==> src/rtl/lapd_tx_pkg.sv <==
package lapd_tx_pkg;

    localparam int MSG_LEN_SHORT = 76;
    localparam int MSG_LEN_LONG  = 82;

    localparam logic [7:0]  FLAG_OCTET  = 8'h7E;
    localparam logic [15:0] FCS_PRESET  = 16'hFFFF;
    localparam logic [15:0] FCS_POLY_RF = 16'h8408;

    // Position of the bit source inside the outgoing stream
    typedef enum logic [1:0] {
        PH_IDLE  = 2'd0,
        PH_BODY  = 2'd1,
        PH_CLOSE = 2'd2
    } phase_e;

    // One candidate bit offered to the stuffing stage
    typedef struct packed {
        logic val;
        logic stuffable;
    } line_bit_t;

    // One serial step of the reflected CCITT check
    function automatic logic [15:0] fcs_step(logic [15:0] cur, logic din);
        logic [15:0] sh;
        sh = cur >> 1;
        return (cur[0] ^ din) ? (sh ^ FCS_POLY_RF) : sh;
    endfunction

endpackage

==> src/rtl/lapd_msg_ram.sv <==
module lapd_msg_ram #(
    parameter int DEPTH = 82,
    parameter int AW    = 7
) (
    input  logic          clk,
    input  logic          we,
    input  logic [AW-1:0] waddr,
    input  logic [7:0]    wdata,
    input  logic [AW-1:0] raddr,
    output logic [7:0]    rdata
);
    localparam logic [AW:0] DEPTH_V = (AW+1)'(DEPTH);

    logic [7:0] mem [DEPTH];

    always_ff @(posedge clk) begin
        if (we && ({1'b0, waddr} < DEPTH_V)) begin
            mem[waddr] <= wdata;
        end
    end

    always_comb begin
        rdata = '0;
        if ({1'b0, raddr} < DEPTH_V) begin
            rdata = mem[raddr];
        end
    end
endmodule

==> src/rtl/lapd_fcs16.sv <==
module lapd_fcs16
    import lapd_tx_pkg::*;
(
    input  logic        clk,
    input  logic        rst,
    input  logic        clear,
    input  logic        step,
    input  logic        din,
    output logic [15:0] fcs
);
    always_ff @(posedge clk) begin
        if (rst || clear) begin
            fcs <= FCS_PRESET;
        end else if (step) begin
            fcs <= fcs_step(fcs, din);
        end
    end
endmodule

==> src/rtl/lapd_stuffer.sv <==
module lapd_stuffer
    import lapd_tx_pkg::*;
(
    input  logic      clk,
    input  logic      rst,
    input  logic      bit_en,
    input  line_bit_t src,
    output logic      src_take,
    output logic      tx_bit
);
    logic       out_q;
    logic [2:0] ones_q;
    logic       stuff_now;

    assign stuff_now = (ones_q == 3'd5);
    assign src_take  = bit_en && !stuff_now;
    assign tx_bit    = out_q;

    always_ff @(posedge clk) begin
        if (rst) begin
            out_q  <= 1'b0;       // first bit of the leading flag
            ones_q <= 3'd0;
        end else if (bit_en) begin
            if (stuff_now) begin
                out_q  <= 1'b0;
                ones_q <= 3'd0;
            end else begin
                out_q  <= src.val;
                ones_q <= (src.stuffable && src.val) ? ones_q + 3'd1 : 3'd0;
            end
        end
    end

    AST_PAUSE_HOLDS: assert property (@(posedge clk) disable iff (rst)
        !bit_en |=> $stable(tx_bit));

    AST_ZERO_AFTER_FIVE: assert property (@(posedge clk) disable iff (rst)
        (ones_q == 3'd5) && bit_en |=> !tx_bit);
endmodule

==> src/rtl/lapd_tx.sv <==
module lapd_tx
    import lapd_tx_pkg::*;
#(
    parameter int LEN_A = MSG_LEN_SHORT,
    parameter int LEN_B = MSG_LEN_LONG
) (
    input  logic       clk,
    input  logic       rst,
    input  logic       wr_en,
    input  logic [6:0] wr_addr,
    input  logic [7:0] wr_data,
    input  logic       len_sel,
    input  logic       start,
    input  logic       bit_en,
    output logic       tx_bit,
    output logic       busy,
    output logic       done_irq
);
    localparam int DEPTH = (LEN_A > LEN_B) ? LEN_A : LEN_B;
    localparam int AW    = 7;
    localparam int CNT_W = $clog2(DEPTH + 2);
    localparam logic [CNT_W-1:0] LEN_A_V = CNT_W'(LEN_A);
    localparam logic [CNT_W-1:0] LEN_B_V = CNT_W'(LEN_B);

    phase_e           phase_q;
    logic [CNT_W-1:0] byte_q;
    logic [2:0]       bit_q;
    logic             pend_q;
    logic [CNT_W-1:0] len_q;
    logic             irq_q;

    logic [7:0]  ram_rd;
    logic [15:0] fcs;
    logic [15:0] fcs_out;
    line_bit_t   src;
    logic        src_take;
    logic        in_data;
    logic        accept;

    assign busy     = pend_q || (phase_q != PH_IDLE);
    assign accept   = start && !busy;
    assign done_irq = irq_q;
    assign in_data  = (phase_q == PH_BODY) && (byte_q < len_q);
    assign fcs_out  = ~fcs;

    lapd_msg_ram #(.DEPTH(DEPTH), .AW(AW)) u_ram (
        .clk   (clk),
        .we    (wr_en),
        .waddr (wr_addr),
        .wdata (wr_data),
        .raddr (AW'(byte_q)),
        .rdata (ram_rd)
    );

    lapd_fcs16 u_fcs (
        .clk   (clk),
        .rst   (rst),
        .clear (phase_q == PH_IDLE),
        .step  (src_take && in_data),
        .din   (src.val),
        .fcs   (fcs)
    );

    lapd_stuffer u_stuff (
        .clk      (clk),
        .rst      (rst),
        .bit_en   (bit_en),
        .src      (src),
        .src_take (src_take),
        .tx_bit   (tx_bit)
    );

    // Bit source: flag octet, message byte or check-sequence byte
    always_comb begin
        src.val       = FLAG_OCTET[bit_q];
        src.stuffable = 1'b0;
        if (phase_q == PH_BODY) begin
            src.stuffable = 1'b1;
            if (in_data) begin
                src.val = ram_rd[bit_q];
            end else if (byte_q == len_q) begin
                src.val = fcs_out[{1'b0, bit_q}];
            end else begin
                src.val = fcs_out[{1'b1, bit_q}];
            end
        end
    end

    always_ff @(posedge clk) begin
        if (rst) begin
            phase_q <= PH_IDLE;
            byte_q  <= '0;
            bit_q   <= 3'd1;      // bit 0 of the first flag is already on the line
            pend_q  <= 1'b0;
            len_q   <= LEN_A_V;
            irq_q   <= 1'b0;
        end else begin
            irq_q <= 1'b0;
            if (accept) begin
                pend_q <= 1'b1;
                len_q  <= len_sel ? LEN_B_V : LEN_A_V;
            end
            if (src_take) begin
                bit_q <= bit_q + 3'd1;
                if (bit_q == 3'd7) begin
                    unique case (phase_q)
                        PH_IDLE: begin
                            if (pend_q) begin
                                phase_q <= PH_BODY;
                                byte_q  <= '0;
                                pend_q  <= 1'b0;
                            end
                        end
                        PH_BODY: begin
                            if (byte_q == len_q + CNT_W'(1)) begin
                                phase_q <= PH_CLOSE;
                            end else begin
                                byte_q <= byte_q + CNT_W'(1);
                            end
                        end
                        PH_CLOSE: begin
                            phase_q <= PH_IDLE;
                            irq_q   <= 1'b1;
                        end
                        default: phase_q <= PH_IDLE;
                    endcase
                end
            end
        end
    end

    AST_BUSY_NEEDS_START: assert property (@(posedge clk) disable iff (rst)
        $rose(busy) |-> $past(start));

    AST_IRQ_ONE_CYCLE: assert property (@(posedge clk) disable iff (rst)
        done_irq |=> !done_irq);

    AST_IRQ_WHEN_IDLE: assert property (@(posedge clk) disable iff (rst)
        done_irq |-> !busy);

    AST_LEN_HELD: assert property (@(posedge clk) disable iff (rst)
        busy && !$rose(busy) |-> $stable(len_q));
endmodule

==> config.mk <==
export PLATFORM = sky130hd
export DESIGN_NAME = lapd_tx
export DESIGN_NICKNAME = d
export VERILOG_FILES = /design/src/rtl/lapd_tx_pkg.sv /design/src/rtl/lapd_msg_ram.sv /design/src/rtl/lapd_fcs16.sv /design/src/rtl/lapd_stuffer.sv /design/src/rtl/lapd_tx.sv
export SDC_FILE = /design/constraint.sdc
export NUM_CORES = 1
export LEC_CHECK = 0
export BUFFER_PORTS_ARGS = -buffer_cell sky130_fd_sc_hd__buf_2
export CAP_MARGIN = 15
export CORE_MARGIN = 1
export CORE_UTILIZATION = 47
export CTS_CLUSTER_DIAMETER = 40
export DETAILED_ROUTE_END_ITERATION = 10
export GPL_TIMING_DRIVEN = 0
export SLEW_MARGIN = 20
export SYNTH_ARGS = -nofsm -noshare
export SYNTH_HDL_FRONTEND = slang
export SYNTH_SLANG_ARGS = --single-unit
export TNS_END_PERCENT = 30
==> constraint.sdc <==
create_clock -name clk -period 6.8 [get_ports clk]
set_clock_uncertainty 0.2 [all_clocks]
set_input_delay 0 -clock clk [delete_from_list [all_inputs] [get_ports clk]]
set_output_delay 0 -clock clk [all_outputs]
set_load 0.005 [all_outputs]
==> metrics.txt, run 1 <==
reg2reg path depth=12; Starting Density=approximately half; Critical-path top delay cell=clkbuf_1; Relative slew margins=roughly 17%; antenna violations before repair=2; fin. max-slew vios=0; largest net degree at the start of global routing=83; H-tree Lvls=3; filler instances=between 4000 and 5000; Yosys cell types=73; most frequent cells in the layout=edfxtp_1, mux4_2, nor2_1, clkbuf_16, nand2_1; top cell type's share of synthesized area=70.6%; Die Span X=around 250 microns; clock sinks=700; Ys Warns=0; post-DR wirelength/cell=32.5 microns; Post-synth EDFFs=about 660; gp weighted congestion=roughly 0.95; ys async rst share=0%; flops & latches, synth=700; crit-path cells=buf_2 > buf_2 > clkbuf_1 > mux4_2 > a221oi_1 > nor3_1 > a311oi_1 > o311ai_1 > a41o_4 > o211ai_1 > a21oi_1 > dlygate4sd3_1; syn_nets=~1500; multi-input logic area=6860 sq um; Syn Std Cell Area=about 28000 sq um; post-route antenna net violation count=0; HP Start=len_sel; # DRC=0; Seq/Total Area, Yosys=approximately three quarters; Crit Path Max Fanout=10; # port buffers=20; Leak=10.4 nW; critical path type=reg2reg; all-layer global routing usage=27.1%; required time worst endpoint=7130 ps; CP Capture Type=flip-flop; Placed Area=29100 sq um; area grow syn2layout=17.7%; Final min period=around 5700 ps; final hold slack=between 40 and 50 ps; fin area=approximately 33000 sq um; RR Endpoint=u_stuff.ones_q[2]$_SDFFE_PP0P_; WP data arrival=6040 ps; Hold Crit Depth=4; clock tree buffer depth=3; DR pass1 iterations=5; top_reg_cell synth=edfxtp_1; Die Area=about 60000 sq um; overflow left after global routing=0; Routed WL=between 80000 and 90000 microns; most common cell after layout, fill and taps aside=edfxtp_1; crit-path max cell delay=approximately 840 ps; ratio of cells with drive above 1 in the final layout=24.4%; CTS Buf Count=between 100 and 150; Final TNS setup=0 ps; Post-Place Worst Slack=between 1500 and 2000 ps; reg2reg setup slack=approximately 1100 ps; fmax=175 MHz; Final Setup Violations=0; cell mode on critical path=buf_2; Hold Path End=len_q[3]$_SDFFE_PP1P_; top cells by area, synth=edfxtp_1, mux4_2, dfxtp_1, mux2i_1, nor2_1; clock slew at reported path FFs=about 50 ps; final period utilization=a little over four fifths; Power Density=about 310 nW/um^2; CTS root buf=clkbuf_16; syn_area_per_cell=about 19 sq um; Core Area=between 50000 and 60000 sq um; Mapped Cells=~1500; Buf/Inv on CP=4; ant diodes=0; post-CTS setup buffers=0; post-synth top area cell=edfxtp_1; status=finished, final reports clean; Seq. cell area=about 20000 sq um; drt initial violations=roughly 1900; FP Rows=88; DR vias/cell=a little over 6; endpoints failing hold=0; first-pass GRT wire length=112000 microns; total number of vias=around 15000; hpwl dp=a little over 50000 microns; RSZ-0062 raised after global routing=no; Finished Core Util=56.5%; I/O Pins=24; PnR worst setup slack=between 1000 and 1500 ps; Worst path top cell family by delay=buffers and inverters; Worst-Skew Late Latency=about 670 ps; number of global-route vias before repair=between 15000 and 20000; # nets final=around 1600; crit path launch type=flip-flop; VDD IR-drop max=approximately 0.23 mV; max_cap viols=0; height of the chip=approximately 250 microns; TritonCTS clock tree=done; Worst-Margin Slew=approximately 1200 ps; worst min-delay path category=in2reg
[worst reg2reg max path: cells and delay by family (launching register included)]
kind,cells,cell delay [ps]
buffers and inverters,4,2380
AO/OA/AOI/OAI,6,1780
flip-flops,1,590
multiplexers,1,480
AND/OR/NAND/NOR,1,150
[how the worst max path moves through the flow]
stage / start / end / slack, ps / cells past startpoint
global placement: flip-flop / u_fcs.fcs[15]$_SDFFE_PP1P_ / 1590 / 11
detailed placement: flip-flop / u_fcs.fcs[15]$_SDFFE_PP1P_ / 1570 / 11
CTS: flip-flop / u_stuff.ones_q[2]$_SDFFE_PP0P_ / 1210 / 12
finish: flip-flop / u_stuff.ones_q[2]$_SDFFE_PP0P_ / 1090 / 12
global route: flip-flop / u_stuff.ones_q[2]$_SDFFE_PP0P_ / 980 / 13
floorplan: flip-flop / u_fcs.fcs[15]$_SDFFE_PP1P_ / 3440 / 13
[routing by layer]
| metal | part of all wire, % | up-vias | global-route usage [%] |
|---|---|---|---|
| met1 | 39 | 7968 | 36.5 |
| met3 | 9.6 | 192 | 6.30 |
| li1 | - | 6329 | - |
| met5 | 0.046 | - | 0 |
| met4 | 4.2 | 2 | 11.4 |
| met2 | 47 | 871 | 42.4 |
[power breakdown]
part | internal, mW | switching [mW]
Sequential | 4.73 | 0.00643
Clock | 3.34 | 2.06
Combinational | 0.0442 | 0.132
Total | 8.11 | 2.20
[stage by stage]
stage | std cells | power (mW)
2_1_floorplan | 1464 | 4.87
3_3_place_gp | 2249 | 4.97
3_5_place_dp | 2252 | 4.98
4_1_cts | 2465 | 10.3
5_1_grt | 2465 | 10.5
6_report | 2465 | 10.3
[cells in the mapped netlist, types with 13 or more instances]
library cell	n
a21oi_1	19
buf_2	22
clkbuf_1	25
dfxtp_1	44
edfxtp_1	656
mux2i_1	52
mux4_2	148
nand2_1	76
nand3_1	35
nor2_1	114
nor2b_1	21
nor3_1	13
o21ai_0	19
[area by class of cell]
| type | count | share of cell area, % |
|---|---|---|
| buffer | 72 | 1.34 |
| clock buffer | 108 | 7.84 |
| multi-input combinational | 681 | 20.9 |
| sequential | 700 | 62.6 |
| inverter | 11 | 0.126 |
| timing repair buffer | 46 | 1.29 |
| tap | 765 | 2.91 |
| clock inverter | 82 | 2.97 |
[timing repair]
action,CTS,global route
hold endpoints to repair,711,0
gates resized for setup,0,0
hold buffers,23,0
[state kept, by name, summed over array words and instances, names as in the netlist, named ones only]
signal / count
u_ram.mem: 656
u_fcs.fcs: 16
byte_q: 7
bit_q: 3
u_stuff.ones_q: 3
len_q: 2
phase_q: 2
done_irq: 1
pend_q: 1
u_stuff.tx_bit: 1
[cells by family (layout without fill, tap and decap cells)]
group	after synthesis	in the layout	share of synthesized area, %
buf+inv	83	319	1.72
simple gates	326	326	5.54
fa+ha+maj	9	9	0.403
compound gates	121	121	3.24
flops	700	700	73.7
mux	220	220	15.2
xor+xnor	5	5	0.157
Note: power is estimated with default switching activity, not from simulation.
==> inputs of run 2 (changes only) <==
- clock period: 6.8 -> 4.9 ns (I/O delays scaled with it)
==> run 2 against run 1 <==
  * Design area is essentially flat
  * Fmax rose by 17%
  * Sequential power rose by 39%
  * Die area unchanged
  * Routed wire length barely moved
  * Clock-buffer cell count did not move
  * Combinational power grew 39%
  * Critical path type unchanged
  * Largest cell class unchanged
  * Highest routed layer unchanged
==> metrics.txt, run 2 (synthesized netlist as in run 1, its figures left out) <==
Routed WL=around 80000 microns; ratio of cells with drive above 1 in the final layout=between 20% and 30%; all-layer global routing usage=a little over a quarter; final period utilization=between 90% and 100%; DR vias/cell=between 6 and 7; # nets final=1642; CP Capture Type=flip-flop; Placed Area=~29000 sq um; clock tree buffer depth=3; number of global-route vias before repair=about 15000; Final Setup Violations=0; TritonCTS clock tree=done; Post-Place Worst Slack=-331 ps; Worst-Margin Slew=approximately 1300 ps; area grow syn2layout=17.8%; Final min period=roughly 5000 ps; Worst-Skew Late Latency=670 ps; fin area=32900 sq um; drt initial violations=roughly 1900; overflow left after global routing=0; # port buffers=20; Leak=10.4 nW; CP Capture Point=u_fcs.fcs[15]$_SDFFE_PP1P_; largest net degree at the start of global routing=83; RR Endpoint=u_fcs.fcs[15]$_SDFFE_PP1P_; Critical-path top delay cell=dfxtp_1; first-pass GRT wire length=112000 microns; crit path launch type=flip-flop; post-route antenna net violation count=0; CTS Buf Count=approximately 100; Final Power=approximately 14 mW; worst min-delay path category=in2reg; clock sinks=700; crit-path max cell delay=590 ps; Top Registers=u_ram.mem (656), u_fcs.fcs (16), byte_q (7); VDD IR-drop max=about 0.32 mV; I/O Pins=24; fmax=205 MHz; reg2reg setup slack=approximately 31 ps; endpoints failing hold=0; antenna violations before repair=2; Power Density=between 400 and 500 nW/um^2; Die Area=roughly 60000 sq um; max_cap viols=0; total number of vias=approximately 15000; fin. max-slew vios=0; WP data arrival=5200 ps; Die Span X=about 250 microns; Top reg by flops=u_ram.mem; DR pass1 iterations=7; hpwl dp=around 50000 microns; H-tree Lvls=3; height of the chip=246 microns; # DRC=0; crit-path cells=buf_2 > clkbuf_4 > clkbuf_2 > mux4_2 > a221oi_1 > nor3_1 > a311oi_1 > o311ai_1 > a41o_4 > a2111oi_4 > nor3_2; ant diodes=0; critical path type=reg2reg; RSZ-0062 raised after global routing=no; status=finished, final reports clean; gp weighted congestion=between 0.9 and 1; Largest register FFs=656; FP Rows=88; non-filler cells, final=2464; Inst Count DP=2252; most frequent cells in the layout=edfxtp_1, mux4_2, nor2_1, clkbuf_16, nand2_1; most common cell after layout, fill and taps aside=edfxtp_1; Starting Density=48.0%; reg2reg path depth=11; PnR worst setup slack=about 31 ps; Core Area=58100 sq um; CTS root buf=clkbuf_16; Relative slew margins=between 10% and 20%; clock slew at reported path FFs=approximately 50 ps; post-DR wirelength/cell=between 30 and 40 microns; Crit Path Max Fanout=10; required time worst endpoint=approximately 5200 ps
-- run 2: changes by cell type in the layout (fill, tap and decap cells not counted), moves of 2 or more --
cell,before,now
clkbuf_2,1,3
clkbuf_1,30,28
buf_4,18,20
buf_2,35,32
-- run 2: power breakdown --
group	total (mW)	switching (mW)	internal [mW]
clock	7.48	2.85	4.63
combinational	0.244	0.183	0.0615
sequential	6.57	0.00890	6.56
-- run 2: final cells by class --
class	count	area, sq um
Fill cell	4439	25300
Sequential cell	700	20600
Multi-Input combinational cell	681	6880
Clock buffer	108	2570
Clock inverter	82	975
Tap cell	765	957
Buffer	72	452
Timing Repair Buffer	45	415
Inverter	11	41.3
-- run 2: per-layer routing --
layer | up-vias | global-route usage (%) | wire, microns
met5 | - | 0 | 13
li1 | 6330 | - | -
met2 | 872 | 42.4 | 37600
met4 | 2 | 11.4 | 3360
met1 | 8022 | 36.5 | 31500
met3 | 194 | 6.30 | 7590
-- run 2: worst min-delay path by stage --
stage	from	end	slack, ps	cells past startpoint
3_5_place_dp	len_sel	len_q[1]$_SDFFE_PP0P_	120	3
3_3_place_gp	len_sel	len_q[1]$_SDFFE_PP0P_	100	3
6_report	len_sel	len_q[3]$_SDFFE_PP1P_	40	4
4_1_cts	len_sel	len_q[3]$_SDFFE_PP1P_	30	4
2_1_floorplan	wr_data[0]	u_ram.mem[0][0]$_DFFE_PP_	-100	0
5_1_grt	len_sel	len_q[3]$_SDFFE_PP1P_	70	4
-- run 2: metrics by stage --
stage | util, % | setup TNS (ps) | hold WS (ps)
2_1_floorplan | - | 0 | -101
4_1_cts | 56.5 | 0 | 26.6
3_3_place_gp | 49.8 | -1450 | 98.0
6_report | 56.5 | 0 | 43.0
5_1_grt | 56.5 | 0 | 72.4
3_5_place_dp | 50.0 | -1550 | 116
-- run 2: worst max-delay path: cells and delay by family (launching register included) --
family | cells | cell delay [ps]
compound gates | 5 | 1910
flops | 1 | 590
mux | 1 | 440
buf+inv | 3 | 1330
simple gates | 2 | 230
-- run 2: what timing repair did --
item / in CTS / in global routing
gates resized for setup: 3 / 7
endpoints found under the setup margin: 7 / 4
hold buffers: 22 / 0
hold endpoints to repair: 711 / 0
buffers inserted: 0 / 0
